`src/rtl/abd_pkg.sv`:
```
package abd_pkg;

    localparam int CTRL_W  = 32;
    localparam int ARM_BIT = 16;

    typedef enum logic [1:0] {
        ST_OFF  = 2'd0,
        ST_HUNT = 2'd1,
        ST_TIME = 2'd2
    } abd_state_e;

    typedef struct packed {
        logic fell;
        logic level;
    } line_ev_t;

    function automatic logic arm_field(input logic [CTRL_W-1:0] word);
        return word[ARM_BIT];
    endfunction

endpackage

```
`src/rtl/abd_line_sync.sv`:
```
module abd_line_sync #(
    parameter int STAGES = 2
) (
    input  logic               clk,
    input  logic               rst,
    input  logic               rx_in,
    output abd_pkg::line_ev_t  ev
);
    logic [STAGES-1:0] chain;
    logic              prev;

    generate
        for (genvar i = 0; i < STAGES; i++) begin : g_stage
            always_ff @(posedge clk) begin
                if (rst) chain[i] <= 1'b1;
                else     chain[i] <= (i == 0) ? rx_in : chain[(i == 0) ? 0 : i-1];
            end
        end
    endgenerate

    always_ff @(posedge clk) begin
        if (rst) prev <= 1'b1;
        else     prev <= chain[STAGES-1];
    end

    assign ev.level = chain[STAGES-1];
    assign ev.fell  = prev & ~chain[STAGES-1];
endmodule

```
`src/rtl/abd_width_cnt.sv`:
```
module abd_width_cnt #(
    parameter int CNT_W = 12
) (
    input  logic             clk,
    input  logic             rst,
    input  logic             start,
    input  logic             inc,
    output logic [CNT_W-1:0] cnt,
    output logic             full
);
    always_ff @(posedge clk) begin
        if (rst)        cnt <= '0;
        else if (start) cnt <= CNT_W'(1);
        else if (inc)   cnt <= cnt + CNT_W'(1);
    end

    assign full = &cnt;
endmodule

```
`src/rtl/abd_seq.sv`:
```
module abd_seq
    import abd_pkg::*;
#(
    parameter int CNT_W    = 12,
    parameter int OSR      = 16,
    parameter int DIV_W    = 8,
    parameter int DIV_INIT = 0
) (
    input  logic             clk,
    input  logic             rst,
    input  logic             ctrl_we,
    input  logic             arm_req,
    input  logic             rx_busy,
    input  logic             err_clr,
    input  line_ev_t         ev,
    input  logic [CNT_W-1:0] cnt,
    input  logic             full,
    output logic             cnt_start,
    output logic             cnt_inc,
    output logic             arm_o,
    output logic             err_o,
    output logic [DIV_W-1:0] div_o,
    output logic             div_load
);
    localparam int OSR_LOG = $clog2(OSR);

    abd_state_e       state;
    logic [DIV_W-1:0] quo;
    logic             disarm;

    assign quo       = DIV_W'(cnt >> OSR_LOG);
    assign disarm    = ctrl_we && !arm_req;
    assign cnt_start = (state == ST_HUNT) && !disarm && ev.fell;
    assign cnt_inc   = (state == ST_TIME) && !ev.level && !full;
    assign arm_o     = (state != ST_OFF);

    always_ff @(posedge clk) begin
        if (rst) begin
            state    <= ST_OFF;
            err_o    <= 1'b0;
            div_o    <= DIV_W'(DIV_INIT);
            div_load <= 1'b0;
        end else begin
            div_load <= 1'b0;
            if (err_clr) err_o <= 1'b0;
            case (state)
                ST_OFF: begin
                    if (ctrl_we && arm_req && !rx_busy) state <= ST_HUNT;
                end
                ST_HUNT: begin
                    if (disarm)       state <= ST_OFF;
                    else if (ev.fell) state <= ST_TIME;
                end
                ST_TIME: begin
                    if (disarm) begin
                        state <= ST_OFF;
                    end else if (ev.level) begin
                        state <= ST_OFF;
                        if (cnt < CNT_W'(OSR)) begin
                            err_o <= 1'b1;
                        end else begin
                            div_o    <= quo - DIV_W'(1);
                            div_load <= 1'b1;
                        end
                    end else if (full) begin
                        state <= ST_OFF;
                        err_o <= 1'b1;
                    end
                end
                default: state <= ST_OFF;
            endcase
        end
    end
endmodule

```
`src/rtl/abd_measure.sv`:
```
module abd_measure
    import abd_pkg::*;
#(
    parameter int CNT_W    = 12,
    parameter int OSR      = 16,
    parameter int SYNC_N   = 2,
    parameter int DIV_INIT = 0,
    parameter int DIV_W    = CNT_W - $clog2(OSR)
) (
    input  logic              clk,
    input  logic              rst,
    input  logic              rx_in,
    input  logic              rx_busy,
    input  logic              ctrl_we,
    input  logic [CTRL_W-1:0] ctrl_wdata,
    input  logic              err_clr,
    output logic              arm_o,
    output logic              err_o,
    output logic [DIV_W-1:0]  div_o,
    output logic              div_load
);
    line_ev_t         ev;
    logic [CNT_W-1:0] cnt;
    logic             full;
    logic             cnt_start;
    logic             cnt_inc;

    abd_line_sync #(.STAGES(SYNC_N)) u_sync (
        .clk   (clk),
        .rst   (rst),
        .rx_in (rx_in),
        .ev    (ev)
    );

    abd_width_cnt #(.CNT_W(CNT_W)) u_cnt (
        .clk   (clk),
        .rst   (rst),
        .start (cnt_start),
        .inc   (cnt_inc),
        .cnt   (cnt),
        .full  (full)
    );

    abd_seq #(
        .CNT_W    (CNT_W),
        .OSR      (OSR),
        .DIV_W    (DIV_W),
        .DIV_INIT (DIV_INIT)
    ) u_seq (
        .clk       (clk),
        .rst       (rst),
        .ctrl_we   (ctrl_we),
        .arm_req   (arm_field(ctrl_wdata)),
        .rx_busy   (rx_busy),
        .err_clr   (err_clr),
        .ev        (ev),
        .cnt       (cnt),
        .full      (full),
        .cnt_start (cnt_start),
        .cnt_inc   (cnt_inc),
        .arm_o     (arm_o),
        .err_o     (err_o),
        .div_o     (div_o),
        .div_load  (div_load)
    );
endmodule

```
`config.mk`:
```
export PLATFORM = sky130hd
export DESIGN_NAME = abd_measure
export DESIGN_NICKNAME = d
export VERILOG_FILES = /design/src/rtl/abd_pkg.sv /design/src/rtl/abd_line_sync.sv /design/src/rtl/abd_width_cnt.sv /design/src/rtl/abd_seq.sv /design/src/rtl/abd_measure.sv
export SDC_FILE = /design/constraint.sdc
export NUM_CORES = 1
export LEC_CHECK = 0
export BUFFER_PORTS_ARGS = -buffer_cell sky130_fd_sc_hd__buf_4
export CORE_MARGIN = 10
export CORE_UTILIZATION = 34
export CTS_BUF_LIST = sky130_fd_sc_hd__clkbuf_2 sky130_fd_sc_hd__clkbuf_4 sky130_fd_sc_hd__clkbuf_8
export CTS_CLUSTER_DIAMETER = 30
export DETAILED_ROUTE_END_ITERATION = 10
export HOLD_SLACK_MARGIN = 0.02
export PLACE_DENSITY_LB_ADDON = 0.05
export SLEW_MARGIN = 5
export SYNTH_ARGS = -nofsm -noshare
export SYNTH_HDL_FRONTEND = slang
export SYNTH_HIERARCHICAL = 1
export SYNTH_SLANG_ARGS = --single-unit
export TNS_END_PERCENT = 30
```
`constraint.sdc`:
```
create_clock -name clk -period 2.85 [get_ports clk]
set_input_delay 0.57 -clock clk [delete_from_list [all_inputs] [get_ports clk]]
set_output_delay 0.57 -clock clk [all_outputs]
set_load 0.05 [all_outputs]
```
# Word-level counts from Yosys, hierarchy flattened
# Index checks and enable logic that the tools add are counted.
# op_classes
eq_ne	5
n_lt_le_gt_ge	1
reduce_logical	20
mux	16
addsub	2
bitwise	5
# ops
cell	n
$add A12 B1 Y12 const B	1
$lt A12 B5 Y1 const B	1
$mux W2	6
$reduce_and A12 Y1	1
$mux W1	9
$sub A8 B1 Y8 const B	1
$logic_and A1 B1 Y1	7
$pmux W2 S3	1
$logic_not A1 Y1	5
$ne A4 B2 Y1 const B	1
$not A1 Y1	4
$reduce_and A4 Y1	1
$reduce_bool A2 Y1	2
$reduce_or A4 Y1	1
$ne A3 B1 Y1 const B	1
$reduce_and A3 Y1	1
$eq A2 B1 Y1 const B	1
$eq A2 B2 Y1 const B	1
$logic_not A2 Y1	1
$ne A2 B1 Y1 const B	1
$reduce_or A2 Y1	1
$and A1 B1 Y1	1
# word_totals
reg_bits	27
output_inout_bits	11
wordCells	58
inputBits	38

# Depth between registers and ports, before layout
# logic_depth
word_depth	6
depth_mapped	8

# Hierarchy
# The synthesis kept the hierarchy.
# modules_own_cells
mod	area_per_inst_um2	instances	cells_each
abd_seq	630.6	1	69
abd_width_cnt	578.1	1	64
abd_line_sync	92.6	1	8

# Worst setup path before layout
# No wires, ideal clock.
# synth_path
path_kind	flip-flop to flip-flop
startpoint	reg u_cnt.cnt[4]
endpoint	reg u_seq.div_o[5]
setup_ps	79
t_arrival_ps	1763
path_slack_ps	1007
required_ps	2771
stages_incl_launch_ff	8
period_less_slack_ps	1843
path_cell_list	dfxtp_1 inv_1 ha_1 nor4b_2 a2111oi_4 buf_6 nor2_2 a211oi_2
# synth_between
elab_chain_cells	3
# synth_lines
element	line_no	text
start, declared	abd_width_cnt.sv:8	output logic [CNT_W-1:0] cnt,
start signal, assigned	abd_width_cnt.sv:14	else if (inc) cnt <= cnt + CNT_W'(1);
$lt A12 B5 Y1	abd_seq.sv:59	if (cnt < CNT_W'(OSR)) begin
$not A1 Y1 (no source line)	n/a	
$reduce_and A4 Y1 (no source line)	n/a	
end signal, assigned	abd_seq.sv:41	div_o <= DIV_W'(DIV_INIT);
end signal, assigned	abd_seq.sv:62	div_o <= quo - DIV_W'(1);
end, declared	abd_seq.sv:22	output logic [DIV_W-1:0] div_o,
# Parallel ways exist; a longest one is shown, timed or not.
# A chain may end at the register's enable or synchronous reset.

# Worst setup path after layout
# layout_path
startpoint	reg u_cnt.cnt[5]
endpoint	reg u_seq.div_o[3]
# The elaborated chain is that of the path after synthesis.

==> results.md <==
- Number of synthesized register bits: 27
- TritonRoute pass-1 iters: 4
- Clock power share: roughly a third
- DP HPWL: 1.95 mm
- Crit Path Class: flop to flop
- Pins Over Slew Limit: 0
- Clock-pin slew on the worst setup and hold paths: 0.10 ns
- Seq pwr share: 60.7%
- Hold_ws: between 0.4 and 0.5 ns
- Gr usage total: between 8 and 9%
- Initial antenna violation count: 0
- Dominant cells by area after synthesis: dfxtp_1 42%, nor2_1 5.2%, a211oi_1 3.5%
- Syn avg cell area: ~9.2 um2
- Congestion Overflow GR: 0
- CTS Root Cell: clkbuf_8
- Met1 usage: 10.7%
- Seq/Total Area, Yosys: about 42%
- Routed WL per cell: roughly 13 um
- Setup Fix Bufs, Post-CTS: 0
- Mapped Cells: ~140
- Worst Max-Slew Pin Slew: roughly 0.78 ns
- Htree depth: 1
- CTS tree: done
- Most common cell after layout, fill and taps aside: dfxtp_1
- Area grow syn2layout: 17.0%
- Post-synth top area share: 41.5%
- Later-pin clock latency in the skew report: roughly 0.28 ns
- Final ANT Viol Nets: 0
- Pwr Density: 413 mW/mm2
- Run status: completed
- WP data required: 3.02 ns
- Critical Path Fanout Max: 14
- Largest net degree at the start of global routing: 19
- Mapped cell area: approximately 0.0013 mm2
- Global-route wire length before repair: roughly 4.6 mm
- Clock skew: 0.00626 ns
- Period utilization: ~73%
- Critical Path AT: 2.24 ns
- Max-Cap Viols: 0
- Via total after detailed routing: ~1,100
- Max frequency: between 400 and 500 MHz
- Int Pwr: a little under 500 uW
- Port buffer count: 17
- Syn Nets: between 150 and 200
- Startpoint types: flop
- Synth unique cells: 42
- Synth area leader: dfxtp_1
- Cell Rows: 22
- Starting Density: 35.3%
- Remaining DRCs: 0
- Layout Nets: 201
- Hold Vio Cnt, Final: 0
- RSZ-0062 raised after global routing: false
- Clk buf depth: 2
- Full die area: between 0.006 and 0.007 mm2
- Final worst path period need: 2.07 ns
- # IOs: 49
- Die Wd: 81.9 um
- Routed vias/inst: between 5 and 6
- Hold Path Class: flop to flop
- Routed WL: 2.60 mm
- Most frequent cells in the layout: 27 x dfxtp_1, 21 x buf_4, 18 x nor2_1, 7 x a21oi_1, 6 x a211oi_1
- Final RePlAce weighted congestion: roughly 0.77
- Net Sw Frac: about 22%
- # hold bufs at CTS: 0
- Switching Power: 140 uW
- CP endpoint kind: flop
- Slew HR: between 40% and 50%
- Ys Warns: 6
- Number of buffers created by CTS: 3
- Dpl ws: about 0.76 ns
- Die Y: between 80 and 90 um
- CORE AREA: between 0.003 and 0.004 mm2
- N_diodes: 0
- GRT busiest layer: met2
- Final setup margin: between 0.7 and 0.8 ns
- Layout cells sized above 1: a little over a fifth
- Resize count post-CTS: 0
- 1st-iter DRT viols: 48
- Logic pwr share: ~4%
- M3 GR Usage: 2.51%
- Grt met2 use: a little over an eighth
- Final count of negative-setup-slack endpoints: 0
- Static Leakage: between 0.0005 and 0.0006 uW
- Vias in the first global route: 988
- CTS Sinks: 27
- Setup TNS: 0 ns
- Maximum vdd drop: around 0.18 mV
-- registers in the layout (all words and copies together), names as in the netlist --
register and flops:
u_seq/err_o 1, u_seq/div_load 1, u_seq/div_o 8, u_seq/state 2, u_sync/chain 1, u_sync/prev 1
u_sync/ev 1, u_cnt/cnt 12
-- layer usage --
layer  vias to the layer above  share of wire [%]
li1                        547                  -
met1                       500                 45
met2                        12                 48
met3                         4                5.1
met4                         0                1.8
met5                         -                  0
-- power groups by stage --
stage / sequential, uW / clock [uW] / combinational [uW]
2_1_floorplan: 390 / 0 / 15.6
3_3_place_gp: 390 / 0 / 25.1
3_5_place_dp: 390 / 0 / 25.8
4_1_cts: 382 / 232 / 25.7
5_1_grt: 382 / 243 / 28.2
6_report: 382 / 221 / 25.2
-- worst max-delay path, stage by stage (launching register included) --
cell       delay, ns
dfxtp_1         0.45
inv_1           0.07
ha_1            0.22
nor4b_2         0.20
a2111oi_4       0.72
buf_4           0.24
a211oi_1        0.06
-- per-stage QoR --
stage / std cells / utilization (%) / total power [uW] / cell area (um2)
floorplan: 141 / - / 405 / 1300
global route: 208 / 41.3 / 654 / 1520
CTS: 208 / 41.3 / 639 / 1520
detailed placement: 204 / 40.0 / 416 / 1480
finish: 208 / 41.3 / 628 / 1520
global placement: 204 / 40.0 / 416 / 1480
-- worst paths after layout --
kind / start / end / slack, ns / cells after the start
worst max register to register: u_cnt/cnt[5] / u_seq/div_o[3] / 0.78 / 6
worst min register to register: u_sync/chain[0] / u_sync/ev[0] / 0.41 / 1
worst max-delay path: u_cnt/cnt[5] / u_seq/div_o[3] / 0.78 / 6
worst min-delay path: u_sync/chain[0] / u_sync/ev[0] / 0.41 / 1
-- synth_stat cells, drive strengths merged --
cell type,instances
nor4,1
nor3,6
or3b,1
or4b,1
xnor2,4
a2111oi,1
and4,1
a31oi,1
nand2,5
buf,4
o21a,3
xor2,5
nand2b,2
nand3b,1
dfxtp,27
nor2,19
or2,4
o31ai,4
o21ai,4
ha,2
nor4b,1
a211oi,7
nand4,4
o41ai,1
mux2i,1
clkbuf,2
or4,4
or3,2
a311oi,1
nand3,5
and3b,1
inv,5
nor2b,4
a21oi,7
-- cells by family after synthesis --
kind of cell | after synthesis | synth area share [%]
buf+inv | 11 | 4.71
flops | 27 | 41.5
simple gates | 62 | 28.4
fa+ha+maj | 2 | 1.92
mux | 1 | 0.769
compound gates | 29 | 16.6
xor+xnor | 9 | 6.06
-- layout make-up --
type	instances	area (um2)
Fill cell	389	2170
Multi-Input combinational cell	103	699
Sequential cell	27	541
Timing Repair Buffer	21	158
Tap cell	48	60.1
Clock buffer	3	41.3
Inverter	5	18.8
Clock inverter	1	5.00
Power figures use the tool's default switching activity.
